==> config.mk <==
export PLATFORM = sky130hd
export DESIGN_NAME = amo_unit
export DESIGN_NICKNAME = d
export VERILOG_FILES = /design/src/rtl/amo_pkg.sv /design/src/rtl/amo_decode.sv /design/src/rtl/amo_datapath.sv /design/src/rtl/amo_ctrl.sv /design/src/rtl/amo_unit.sv
export SDC_FILE = /design/constraint.sdc
export NUM_CORES = 1
export LEC_CHECK = 0
export BUFFER_PORTS_ARGS = -buffer_cell sky130_fd_sc_hd__buf_2
export CORE_ASPECT_RATIO = 1.75
export CORE_MARGIN = 2
export CORE_UTILIZATION = 40
export DETAILED_ROUTE_END_ITERATION = 6
export HOLD_SLACK_MARGIN = 0.15
export SLEW_MARGIN = 20
export SYNTH_ARGS = -nofsm -noshare
export SYNTH_HDL_FRONTEND = slang
export SYNTH_HIERARCHICAL = 1
export SYNTH_SLANG_ARGS = --single-unit
export TNS_END_PERCENT = 100
==> constraint.sdc <==
create_clock -name clk -period 10 [get_ports clk]
set_input_delay 0.5 -clock clk [delete_from_list [all_inputs] [get_ports clk]]
set_output_delay 0.5 -clock clk [all_outputs]
set_load 0.03 [all_outputs]
==> src/rtl/amo_pkg.sv <==
package amo_pkg;
  typedef enum logic [2:0] {K_ADD, K_OR, K_AND, K_XOR, K_XCHG, K_CAS} amo_kind_e;
  typedef enum logic [1:0] {SZ_W = 2'b00, SZ_H = 2'b01, SZ_B = 2'b10, SZ_D = 2'b11} amo_size_e;
  typedef enum logic [1:0] {S_IDLE, S_RD, S_WR, S_RSP} amo_state_e;

  typedef struct packed {
    logic      ok;
    amo_kind_e kind;
    logic      fetch;
  } amo_dec_t;

  // Split the operation byte into kind and return bit.
  function automatic amo_dec_t amo_decode_op(input logic [7:0] op);
    amo_dec_t d;
    d.ok    = 1'b1;
    d.fetch = op[0];
    d.kind  = K_ADD;
    case ({op[7:1], 1'b0})
      8'h00:   d.kind = K_ADD;
      8'h40:   d.kind = K_OR;
      8'h50:   d.kind = K_AND;
      8'ha0:   d.kind = K_XOR;
      8'he0: begin d.kind = K_XCHG; d.ok = op[0]; end
      8'hf0: begin d.kind = K_CAS;  d.ok = op[0]; end
      default: d.ok = 1'b0;
    endcase
    return d;
  endfunction

  // New memory value for every kind (compare-exchange gated outside).
  function automatic logic [63:0] amo_combine(input amo_kind_e k,
                                              input logic [63:0] old_v,
                                              input logic [63:0] src_v);
    case (k)
      K_ADD:   return old_v + src_v;
      K_OR:    return old_v | src_v;
      K_AND:   return old_v & src_v;
      K_XOR:   return old_v ^ src_v;
      default: return src_v;
    endcase
  endfunction
endpackage

==> src/rtl/amo_decode.sv <==
module amo_decode
  import amo_pkg::*;
#(
  parameter int ADDR_W = 64
) (
  input  logic [7:0]        op,
  input  logic [1:0]        size,
  input  logic [ADDR_W-1:0] base,
  input  logic [15:0]       ofs,
  output amo_dec_t          dec,
  output logic              wide,
  output logic [ADDR_W-1:0] eff_addr,
  output logic              bad
);
  localparam int EXT_W = ADDR_W - 16;

  logic size_ok;
  logic misaligned;

  always_comb begin
    dec        = amo_decode_op(op);
    wide       = (size == SZ_D);
    size_ok    = (size == SZ_D) || (size == SZ_W);
    eff_addr   = base + {{EXT_W{ofs[15]}}, ofs};
    misaligned = wide ? (eff_addr[2:0] != 3'd0) : (eff_addr[1:0] != 2'd0);
    bad        = !dec.ok || !size_ok || misaligned;
  end
endmodule

==> src/rtl/amo_datapath.sv <==
module amo_datapath
  import amo_pkg::*;
#(
  parameter int DATA_W = 64
) (
  input  amo_kind_e         kind,
  input  logic              wide,
  input  logic              lane,
  input  logic [DATA_W-1:0] rdata,
  input  logic [DATA_W-1:0] src,
  input  logic [DATA_W-1:0] r0,
  output logic [DATA_W-1:0] old_val,
  output logic [DATA_W-1:0] wdata,
  output logic [DATA_W/8-1:0] wmask,
  output logic              do_write
);
  localparam int HALF  = DATA_W / 2;
  localparam int BYTES = DATA_W / 8;

  logic [HALF-1:0]   old_half;
  logic [DATA_W-1:0] src_eff;
  logic [DATA_W-1:0] new_val;
  logic              match;

  always_comb begin
    old_half = lane ? rdata[DATA_W-1:HALF] : rdata[HALF-1:0];
    old_val  = wide ? rdata : {{HALF{1'b0}}, old_half};
    src_eff  = wide ? src : {{HALF{1'b0}}, src[HALF-1:0]};
    match    = wide ? (rdata == r0) : (old_half == r0[HALF-1:0]);
    new_val  = amo_combine(kind, old_val, src_eff);
    do_write = (kind != K_CAS) || match;
    wdata    = wide ? new_val : {new_val[HALF-1:0], new_val[HALF-1:0]};
  end

  for (genvar b = 0; b < BYTES; b++) begin : g_mask
    assign wmask[b] = wide || (lane == (b >= BYTES / 2));
  end
endmodule

==> src/rtl/amo_ctrl.sv <==
module amo_ctrl
  import amo_pkg::*;
(
  input  logic clk,
  input  logic rst_n,
  input  logic req_valid,
  input  logic req_bad,
  input  logic ext_req,
  output logic req_ready,
  output logic accept,
  output logic rd_phase,
  output logic wr_phase,
  output logic rsp_phase,
  output logic busy,
  output logic ext_gnt
);
  amo_state_e state;

  always_ff @(posedge clk) begin
    if (!rst_n) begin
      state <= S_IDLE;
    end else begin
      case (state)
        S_IDLE:  if (req_valid) state <= req_bad ? S_RSP : S_RD;
        S_RD:    state <= S_WR;
        S_WR:    state <= S_RSP;
        default: state <= S_IDLE;
      endcase
    end
  end

  always_comb begin
    req_ready = (state == S_IDLE);
    accept    = req_ready && req_valid;
    rd_phase  = (state == S_RD);
    wr_phase  = (state == S_WR);
    rsp_phase = (state == S_RSP);
    busy      = rd_phase || wr_phase;
    ext_gnt   = ext_req && req_ready && !req_valid;
  end
endmodule

==> src/rtl/amo_unit.sv <==
module amo_unit
  import amo_pkg::*;
#(
  parameter int ADDR_W = 64,
  parameter int MEM_AW = 10
) (
  input  logic              clk,
  input  logic              rst_n,
  input  logic              req_valid,
  output logic              req_ready,
  input  logic [ADDR_W-1:0] req_base,
  input  logic [15:0]       req_ofs,
  input  logic [1:0]        req_size,
  input  logic [7:0]        req_op,
  input  logic [63:0]       req_src,
  input  logic [63:0]       req_r0,
  output logic              rsp_valid,
  output logic              rsp_err,
  output logic              rsp_src_we,
  output logic [63:0]       rsp_src_val,
  output logic              rsp_r0_we,
  output logic [63:0]       rsp_r0_val,
  output logic              mem_en,
  output logic              mem_we,
  output logic [MEM_AW-1:0] mem_addr,
  output logic [63:0]       mem_wdata,
  output logic [7:0]        mem_wmask,
  input  logic [63:0]       mem_rdata,
  input  logic              ext_req,
  output logic              ext_gnt
);
  localparam int WORD_LSB = 3;

  amo_dec_t          dec;
  logic              wide_in;
  logic [ADDR_W-1:0] eff_addr;
  logic              req_bad;
  logic              accept, rd_phase, wr_phase, rsp_phase, busy;

  amo_kind_e         kind_q;
  logic              fetch_q, wide_q, lane_q, err_q;
  logic              src_we_q, r0_we_q;
  logic [MEM_AW-1:0] waddr_q;
  logic [63:0]       src_q, r0_q, old_q;

  logic [63:0]       old_val;
  logic              do_write;

  amo_decode #(.ADDR_W(ADDR_W)) u_dec (
    .op(req_op), .size(req_size), .base(req_base), .ofs(req_ofs),
    .dec(dec), .wide(wide_in), .eff_addr(eff_addr), .bad(req_bad)
  );

  amo_ctrl u_ctrl (
    .clk(clk), .rst_n(rst_n), .req_valid(req_valid), .req_bad(req_bad),
    .ext_req(ext_req), .req_ready(req_ready), .accept(accept),
    .rd_phase(rd_phase), .wr_phase(wr_phase), .rsp_phase(rsp_phase),
    .busy(busy), .ext_gnt(ext_gnt)
  );

  amo_datapath #(.DATA_W(64)) u_dp (
    .kind(kind_q), .wide(wide_q), .lane(lane_q), .rdata(mem_rdata),
    .src(src_q), .r0(r0_q), .old_val(old_val), .wdata(mem_wdata),
    .wmask(mem_wmask), .do_write(do_write)
  );

  always_ff @(posedge clk) begin
    if (!rst_n) begin
      kind_q   <= K_ADD;
      fetch_q  <= 1'b0;
      wide_q   <= 1'b0;
      lane_q   <= 1'b0;
      err_q    <= 1'b0;
      src_we_q <= 1'b0;
      r0_we_q  <= 1'b0;
      waddr_q  <= '0;
      src_q    <= '0;
      r0_q     <= '0;
      old_q    <= '0;
    end else if (accept) begin
      kind_q   <= dec.kind;
      fetch_q  <= dec.fetch;
      wide_q   <= wide_in;
      lane_q   <= eff_addr[2];
      err_q    <= req_bad;
      src_we_q <= 1'b0;
      r0_we_q  <= 1'b0;
      waddr_q  <= eff_addr[MEM_AW+WORD_LSB-1:WORD_LSB];
      src_q    <= req_src;
      r0_q     <= req_r0;
    end else if (wr_phase) begin
      old_q    <= old_val;
      src_we_q <= fetch_q && (kind_q != K_CAS);
      r0_we_q  <= (kind_q == K_CAS);
    end
  end

  always_comb begin
    mem_en      = rd_phase || (wr_phase && do_write);
    mem_we      = wr_phase && do_write;
    mem_addr    = waddr_q;
    rsp_valid   = rsp_phase;
    rsp_err     = rsp_phase && err_q;
    rsp_src_we  = rsp_phase && src_we_q;
    rsp_r0_we   = rsp_phase && r0_we_q;
    rsp_src_val = old_q;
    rsp_r0_val  = old_q;
  end
endmodule

==> reports/qor.yml <==
tightestPinTransition_ns: 1.196
cts_max_level: 1
yosys_warnings: 6
io_pins: 504
insertion_delay_ns: 0.56
layout_min_cycle_time_ns: 6.758
gr-usage-met2_pct: 56.41
hpwl_um: 61720
p_seq_share_pct: 25.8
ir_drop_uv: 132.7
power.density_nw_per_um2: 202.5
cp-end-kind: "output port"
synthCells: 2356
hold_viol: 0
grt_max_degree: 118
drt_iter0_markers: 1160
clock-sinks: 213
port_buffers: 449
grt_first_pass_wirelength_um: 111500
cts_root_buf: "clkbuf_16"
placed_area_sq_um: 20840
rows: 105
rsz0062_at_grt: "false"
drive_gt1_share_pct: 23.02
fin_tns_setup_ns: 0
critPathArrivalTime_ns: 6.26
power_switching_share_pct: 47.87
maxCapViolCount: 0
synth_area_sq_um: 19080
timing.rr.end: "src_q[33]"
hold_buffers: 0
synth_fp_nets: 2794
die_w_um: 169.1
busiest_layer: "met2"
drtAntennaViolNets: 0
wire_per_inst_um: 24.04
place_congestion: 0.9595
worstHoldStart: "req_src[0]"
cts_tree: "done"
clockBufferDepth: 3
via_count: 18200
switchingPower_mw: 2.097
p_comb_share_pct: 53.2
path_clk_slew_ns: 0.07
drv_slew: 0
leakagePower_nw: 10.02
grt_usage_pct: 30.12
p_total_mw: 4.379
post-route-worst-setup-slack_ns: 3.242
worstSetupPathType: "reg -> out"
nets: 3063
setup_violations: 0
critical_path_required_ns: 9.50
p_int_mw: 2.283
rrSetupSlack_ns: 6.36
place_ws_ns: 3.856
max_slew_margin_pct: 20.15
initial_core_util_pct: 40.57
vias_per_cell: 5.636
die_h_um: 292.9
crit_fanout: 33
grt_util_met1_pct: 30.21
fin_area_sq_um: 21630
dp.cells: 3188
fin_cells: 3230
drtPass1Iterations: 6
rr_startpoint: "u_ctrl/state[0]"
cts_inserted_buffers: 23
antenna_found_initial: 4
min_delay_path_depth: 3
areaGrowthSynthToFinish_pct: 13.36
final_core_utilization_pct: 45.99
core_sq_um: 47030
cp-start-kind: "flip-flop"
syn_area_per_cell_sq_um: 8.098
die_area_sq_um: 49530
clkPwrFrac_pct: 21.0
fmax_ghz: 0.1480
drc: 0
post_cts_buffers: 0
status: "completed"
hold_end: "src_q[0]"
ff2ff_path_depth: 7
skew_ns: 0.03748
grt_pass1_vias: 17940
met3_usage_pct: 4.041
holdCritPathClass: "in -> reg"
cts-resized-gates: 0
routed_wl_um: 77660
whs_ns: 0.1962
finalCritPeriodShare_pct: 67.58
overflow: 0
## sequential cells by signal (all words and copies together) (netlist names)
register      flops
lane_q            1
r0_we_q           1
mem_addr         10
wide_q            1
u_ctrl/state      2
r0_q             64
kind_q            3
rsp_r0_val       64
src_we_q          1
err_q             1
fetch_q           1
src_q            64
## power by group through the flow
stage | registers [mW] | logic, mW | clock network (mW)
after floorplan | 1.15 | 1.68 | 0
after global placement | 1.14 | 2.30 | 0
after detailed placement | 1.15 | 2.32 | 0
after CTS | 1.13 | 2.33 | 0.944
after global routing | 1.14 | 2.48 | 0.969
final | 1.13 | 2.33 | 0.921
## cells in the final DEF (no fill, tap or decap), drive strengths merged, types with 5 or more instances in the layout
cell type  instances
a2111oi            5
a211oi            20
a21boi            66
a21o              42
a21oi            144
a31oi             14
and2              11
and3              10
buf              466
clkbuf            29
clkinv             5
dfxtp            213
ha               150
inv              163
mux2               5
mux2i            246
nand2            294
nand2b             7
nand3             18
nand4             30
nor2              99
nor2b            154
nor3              13
nor4              18
o211ai             8
o21a              16
o21ai             85
o21bai            14
o221ai            28
o22a               5
o22ai             27
o2bb2ai            7
or3               10
xnor2             77
xor2              77
## worst max-delay path by stage
stage / to / depth (start not counted) / startpoint
detailed placement: mem_wdata[60] / 20 / wide_q
global placement: mem_wdata[60] / 20 / wide_q
CTS: mem_wdata[60] / 20 / wide_q
global route: mem_wdata[60] / 20 / wide_q
floorplan: mem_wdata[60] / 20 / wide_q
finish: mem_wdata[60] / 20 / wide_q
## routing by layer
metal / up-vias / part of all wire [%]
li1: 8591 / -
met1: 8634 / 35
met2: 745 / 52
met3: 229 / 5.2
met4: 4 / 8.3
met5: - / 0.035
## worst max-delay path, stage by stage (launching register included)
cell and delay (ns):
dfxtp_4 0.60, clkinv_1 0.11, buf_4 0.26, nand2_2 0.45, mux2i_1 0.22, inv_1 0.12
ha_1 0.21, inv_1 0.09, fa_1 0.39, nand2b_1 0.18, a211oi_1 0.40, nand3_1 0.21
nand2_1 0.16, a21oi_1 0.17, o31a_1 0.37, o21a_1 0.26, a31oi_1 0.57, nor3_1 0.14
a311o_1 0.32, a21oi_1 0.22, buf_2 0.24
## area by class of cell
type | instances | area, sq um
Tap cell | 588 | 735.7
Timing Repair Buffer | 466 | 2377
Antenna cell | 1 | 2.502
Sequential cell | 213 | 4273
Fill cell | 4877 | 25400
Inverter | 161 | 604.3
Clock buffer | 29 | 639.4
Clock inverter | 12 | 151.4
Multi-Input combinational cell | 1760 | 12850
Note: power is estimated with default switching activity, not from simulation.
